$ cat src/rtl/trace_trap_pkg.sv
package trace_trap_pkg;

   typedef enum logic [2:0] {
      CLS_PLAIN = 3'd0,
      CLS_RET   = 3'd1,
      CLS_RETNT = 3'd2,
      CLS_WAIT  = 3'd3,
      CLS_HALT  = 3'd4
   } instr_cls_e;

   // Unknown or unused codes fall back to a plain instruction.
   function automatic instr_cls_e decode_cls(input logic [2:0] raw, input logic upper_set);
      instr_cls_e res;
      if (upper_set) begin
         res = CLS_PLAIN;
      end else begin
         unique case (raw)
            3'd1:    res = CLS_RET;
            3'd2:    res = CLS_RETNT;
            3'd3:    res = CLS_WAIT;
            3'd4:    res = CLS_HALT;
            default: res = CLS_PLAIN;
         endcase
      end
      return res;
   endfunction

endpackage

$ cat src/rtl/tt_trace_flag.sv
module tt_trace_flag (
   input  logic clk,
   input  logic rst_n,
   input  logic fetch_stb,
   input  logic done_stb,
   input  logic t_bit,
   output logic flag_q
);

   logic flag_d;

   always_comb begin
      flag_d = flag_q;
      if (fetch_stb)     flag_d = t_bit;
      else if (done_stb) flag_d = 1'b0;
   end

   always_ff @(posedge clk) begin
      if (!rst_n) flag_q <= 1'b0;
      else        flag_q <= flag_d;
   end


   flag_stable_chk: assert property (@(posedge clk) disable iff (!rst_n)
      (!fetch_stb && !done_stb) |=> $stable(flag_q));

endmodule

$ cat src/rtl/tt_boundary.sv
module tt_boundary
   import trace_trap_pkg::*;
(
   input  logic       clk,
   input  logic       rst_n,
   input  logic       done_stb,
   input  instr_cls_e cls,
   input  logic       flag_q,
   input  logic       t_bit,
   input  logic       hipri_any,
   output logic       fire,
   output logic       pend_q
);

   logic own_due;
   logic due;
   logic pend_d;

   always_comb begin
      unique case (cls)
         CLS_RETNT: own_due = 1'b0;
         CLS_RET:   own_due = flag_q | t_bit;
         default:   own_due = flag_q;
      endcase
   end

   assign due = pend_q | own_due;

   always_comb begin
      fire   = 1'b0;
      pend_d = pend_q;
      if (done_stb) begin
         if (hipri_any) begin
            pend_d = due;
         end else begin
            fire   = due;
            pend_d = 1'b0;
         end
      end
   end

   always_ff @(posedge clk) begin
      if (!rst_n) pend_q <= 1'b0;
      else        pend_q <= pend_d;
   end


   pend_keep_chk: assert property (@(posedge clk) disable iff (!rst_n)
      (pend_q && !done_stb) |=> pend_q);

endmodule

$ cat src/rtl/tt_issue.sv
module tt_issue #(
   parameter bit REQ_PULSE = 1'b0
) (
   input  logic clk,
   input  logic rst_n,
   input  logic fire,
   input  logic halt_cls,
   input  logic halted,
   input  logic halt_fall,
   input  logic trace_ack,
   output logic trace_req,
   output logic hold_q
);

   logic to_hold;
   logic release_now;
   logic set_req;
   logic hold_d;

   assign to_hold     = fire & (halt_cls | halted);
   assign release_now = hold_q & halt_fall;
   assign set_req     = (fire & ~to_hold) | release_now;

   always_comb begin
      hold_d = hold_q;
      if (to_hold)          hold_d = 1'b1;
      else if (release_now) hold_d = 1'b0;
   end

   always_ff @(posedge clk) begin
      if (!rst_n) hold_q <= 1'b0;
      else        hold_q <= hold_d;
   end

   generate
      if (REQ_PULSE) begin : g_pulse
         logic req_q;
         always_ff @(posedge clk) begin
            if (!rst_n) req_q <= 1'b0;
            else        req_q <= set_req;
         end
         assign trace_req = req_q;
         logic ack_unused;
         assign ack_unused = trace_ack;
      end else begin : g_level
         logic req_q;
         always_ff @(posedge clk) begin
            if (!rst_n)         req_q <= 1'b0;
            else if (set_req)   req_q <= 1'b1;
            else if (trace_ack) req_q <= 1'b0;
         end
         assign trace_req = req_q;


         ack_clear_chk: assert property (@(posedge clk) disable iff (!rst_n)
            $fell(trace_req) |-> $past(trace_ack));
      end
   endgenerate


   halt_quiet_chk: assert property (@(posedge clk) disable iff (!rst_n)
      $rose(trace_req) |-> !$past(halted));

endmodule

$ cat src/rtl/trace_trap_ctl.sv
module trace_trap_ctl
   import trace_trap_pkg::*;
#(
   parameter int unsigned CLS_W     = 3,
   parameter int unsigned NUM_HIPRI = 3,
   parameter bit          REQ_PULSE = 1'b0
) (
   input  logic                 clk,
   input  logic                 rst_n,
   input  logic                 fetch_stb,
   input  logic                 done_stb,
   input  logic                 t_bit,
   input  logic [CLS_W-1:0]     instr_cls,
   input  logic [NUM_HIPRI-1:0] hipri_pend,
   input  logic                 halted,
   input  logic                 trace_ack,
   output logic                 trace_req
);

   localparam int unsigned CODE_W = 3;

   generate
      if (CLS_W < CODE_W) begin : g_bad_cls_w
         $error("trace_trap_ctl: CLS_W must be at least 3");
      end
      if (NUM_HIPRI < 1) begin : g_bad_hipri
         $error("trace_trap_ctl: NUM_HIPRI must be at least 1");
      end
   endgenerate

   logic       upper_set;
   instr_cls_e cls;
   logic       hipri_any;
   logic       halted_q;
   logic       halt_fall;
   logic       flag_q;
   logic       fire;
   logic       pend_q;
   logic       hold_q;

   generate
      if (CLS_W > CODE_W) begin : g_wide_cls
         assign upper_set = |instr_cls[CLS_W-1:CODE_W];
      end else begin : g_exact_cls
         assign upper_set = 1'b0;
      end
   endgenerate

   assign cls       = decode_cls(instr_cls[CODE_W-1:0], upper_set);
   assign hipri_any = |hipri_pend;

   always_ff @(posedge clk) begin
      if (!rst_n) halted_q <= 1'b0;
      else        halted_q <= halted;
   end

   assign halt_fall = halted_q & ~halted;

   tt_trace_flag u_flag (
      .clk       (clk),
      .rst_n     (rst_n),
      .fetch_stb (fetch_stb),
      .done_stb  (done_stb),
      .t_bit     (t_bit),
      .flag_q    (flag_q)
   );

   tt_boundary u_bnd (
      .clk       (clk),
      .rst_n     (rst_n),
      .done_stb  (done_stb),
      .cls       (cls),
      .flag_q    (flag_q),
      .t_bit     (t_bit),
      .hipri_any (hipri_any),
      .fire      (fire),
      .pend_q    (pend_q)
   );

   tt_issue #(
      .REQ_PULSE (REQ_PULSE)
   ) u_issue (
      .clk        (clk),
      .rst_n      (rst_n),
      .fire       (fire),
      .halt_cls   (cls == CLS_HALT),
      .halted     (halted),
      .halt_fall  (halt_fall),
      .trace_ack  (trace_ack),
      .trace_req  (trace_req),
      .hold_q     (hold_q)
   );


   hipri_block_chk: assert property (@(posedge clk) disable iff (!rst_n)
      (done_stb && hipri_any && !halt_fall) |=> !$rose(trace_req));


   hold_wait_chk: assert property (@(posedge clk) disable iff (!rst_n)
      (hold_q && halted) |=> !$rose(trace_req));


   reset_idle_chk: assert property (@(posedge clk)
      !rst_n |=> (!trace_req && !pend_q && !hold_q && !flag_q));

endmodule

$ cat config.mk
export PLATFORM = sky130hd
export DESIGN_NAME = trace_trap_ctl
export DESIGN_NICKNAME = d
export VERILOG_FILES = /design/src/rtl/trace_trap_pkg.sv /design/src/rtl/tt_trace_flag.sv /design/src/rtl/tt_boundary.sv /design/src/rtl/tt_issue.sv /design/src/rtl/trace_trap_ctl.sv
export SDC_FILE = /design/constraint.sdc
export NUM_CORES = 1
export LEC_CHECK = 0
export ABC_AREA = 1
export BUFFER_PORTS_ARGS = -buffer_cell sky130_fd_sc_hd__buf_2
export CORE_AREA = 2 2 39 41
export CTS_CLUSTER_SIZE = 8
export DETAILED_ROUTE_END_ITERATION = 7
export DIE_AREA = 0 0 41 43
export GPL_ROUTABILITY_DRIVEN = 0
export SLEW_MARGIN = 10
export SYNTH_ARGS = -nofsm -noshare
export SYNTH_HDL_FRONTEND = slang
export SYNTH_SLANG_ARGS = --single-unit
export TNS_END_PERCENT = 30
$ cat constraint.sdc
create_clock -name clk -period 1.5 [get_ports clk]
set_input_delay 0.225 -clock clk [delete_from_list [all_inputs] [get_ports clk]]
set_output_delay 0.225 -clock clk [all_outputs]
set_load 0.1 [all_outputs]
==> impl_metrics.py <==
metrics = {
    "critical_path": {
        "cp_max_fo": 2,
        "timing.rr.end": "u_bnd.pend_q",
        "cp_num_buf_inv": 1,
        "crit_required_ns": 1.27,
        "slowest_stage": "buf_2",
        "r2r_slack_ns": 0.70,
        "crit_arrival_ns": 0.98,
        "cp_top_family": "buffers and inverters",
        "regToRegStartpoint": "u_flag.flag_q",
        "cpPeakStageDelay_ns": 0.42,
        "critPathKind": "reg2out",
        "reg2reg_depth": 4,
        "startpoint_type": "register",
        "crit_chain": "buf_2",
        "worstSetupEndpointType": "output pin",
    },
    "yosys": {
        "synth_area_um2": 267,
        "yosysUniqueCellTypes": 11,
        "avgSynthCellArea_um2": 6.66,
        "synth_edf_count": 0,
        "ys_warn_count": 0,
        "yosysSeqAreaShare_pct": 37.6,
        "synth-seq-cells": 5,
        "synth.most_common_cell": "inv_1",
        "synth_top_area_share_pct": 37.6,
        "synth-main-ff-cell": "dfxtp_1",
        "netlist_instances": 40,
        "synth_common_cells": "inv_1, nand2_1, dfxtp_1, nor2_1, nand3_1",
        "yosysTopAreaCell": "dfxtp_1",
        "synth-async-reset-ratio_pct": 0,
        "synth_nets": 53,
        "synth_area_leaders": "dfxtp_1, inv_1, nand2_1",
    },
    "clock_network": {
        "ctsResizeCount": 0,
        "clk_path_buf_depth": 2,
        "cts_tree": "built",
        "cts-root-buf": "clkbuf_4",
        "clkLatencyLatePin_ns": 0.24,
        "clkSinkCount": 5,
        "h-tree-depth": 1,
        "cts_hold_buf": 0,
        "cts_buffers": 3,
        "cts_setup_buffers": 0,
        "clk_pin_slew_ns": 0.04,
    },
    "sta": {
        "hold_ws_ns": 0.178,
        "slew-limit-headroom_pct": 68.1,
        "hold_viol": 0,
        "final_max_slew_viol_count": 0,
        "max_slew.worst_pin.slew_ns": 0.482,
        "setup_viol": 0,
        "tns_ns": 0,
        "fmax_ghz": 0.831,
        "rsz0062_at_grt": "false",
        "period_needed_ns": 1.20,
        "fin_worst_skew_ns": 0.000132,
        "min_period_over_period_pct": 80.2,
    },
    "global_route": {
        "grt_first_pass_wirelength_um": 855,
        "grt_usage_pct": 7.34,
        "overflow": 0,
        "grt_max_degree": 4,
        "antenna_found_initial": 0,
        "first_global_vias": 246,
    },
    "place": {
        "dp_cells": 69,
        "hpwlAfterDp_um": 459,
        "port_buffers": 13,
    },
    "route": {
        "first_pass_iters": 6,
        "wl_um": 536,
        "wl_per_cell_um": 7.34,
        "ant_nets": 0,
        "drc": 0,
        "via_count": 276,
        "drt-initial-drc-count": 6,
        "viasPerCell": 3.78,
    },
    "cells_and_area": {
        "antenna_cells": 0,
        "num-nets-final": 71,
        "layout-drive-gt1-share_pct": 31.6,
        "area.growth.synth_to_final_pct": 41.8,
        "utilization_pct": 27.3,
        "fin_cells": 73,
    },
    "die": {
        "die_x_um": 41,
        "die-area_um2": 1760,
        "pin_count": 14,
        "die_h_um": 43,
        "core-area_um2": 1380,
        "rows": 14,
        "initial_core_util_pct": 19.3,
    },
    "pwr": {
        "p_per_area_nw_per_um2": 917,
        "leakagePower_nw": 0.210,
        "vdd_drop_max_mv": 0.297,
    },
    "min_path": {
        "hold_path_end": "halted_q",
        "hold_depth": 3,
        "hold_start": "halted",
        "hold_path.class": "in2reg",
    },
    "run": {
        "cap_violations": 0,
    },
    "run_status": {
        "status": "finished, final reports clean",
    },
}
registers in the layout, indices dropped and copies added, names as in the netlist:
register and flops:
halted_q 1, u_bnd.pend_q 1, u_flag.flag_q 1, u_issue.hold_q 1, u_issue.trace_req 1
layout by cell type, fill, tap and decap left out:
master,n
o21ai_0,2
nand2_1,7
inv_1,10
nor3b_4,1
a211oi_1,1
nor2_1,5
buf_2,13
a32oi_1,1
inv_2,1
clkbuf_1,1
nand3_1,4
a21oi_1,3
dfxtp_1,5
clkbuf_4,3
per-layer routing:
layer  vias up  wire (µm)  track usage [%]
met2         9        231             8.44
met3         0         51             3.14
met1       109        253             10.0
met4         0          0             6.00
met5         -          0                0
li1        158          -                -
kinds of logic after synthesis:
logic type | Yosys count | synth area share [%]
flops | 5 | 37.6
buf+inv | 11 | 15.5
simple gates | 17 | 31.5
compound gates | 7 | 15.5
report_power, final:
group          total (mW)  switching, mW  internal, mW
sequential          0.142        0.00268         0.139
combinational      0.0489         0.0262        0.0226
clock               0.156         0.0550         0.101
total               0.346         0.0839         0.263
metrics by stage:
step | power [mW] | worst slack, ns | cell area (µm²)
global placement | 0.193 | 0.554 | 352
global route | 0.370 | 0.270 | 378
detailed placement | 0.194 | 0.520 | 352
floorplan | 0.170 | 0.258 | 267
CTS | 0.352 | 0.284 | 378
finish | 0.346 | 0.297 | 378
cell type report:
type	instances	area (µm²)
Clock buffer	4	26.3
Fill cell	168	1010
Inverter	11	41.3
Multi-Input combinational cell	24	125
Sequential cell	5	100
Tap cell	16	20.0
Timing Repair Buffer	13	65.1
worst max path at each step:
| stage | slack [ns] | end | start | cells after the start |
|---|---|---|---|---|
| finish | 0.30 | trace_req | u_issue.trace_req | 1 |
| global route | 0.27 | trace_req | u_issue.trace_req | 1 |
| CTS | 0.28 | trace_req | u_issue.trace_req | 1 |
| detailed placement | 0.52 | u_bnd.pend_q | instr_cls[0] | 7 |
| global placement | 0.55 | u_bnd.pend_q | instr_cls[0] | 7 |
| floorplan | 0.26 | u_issue.trace_req | u_issue.trace_req | 2 |
No activity file was read; power rests on OpenSTA's default activity.
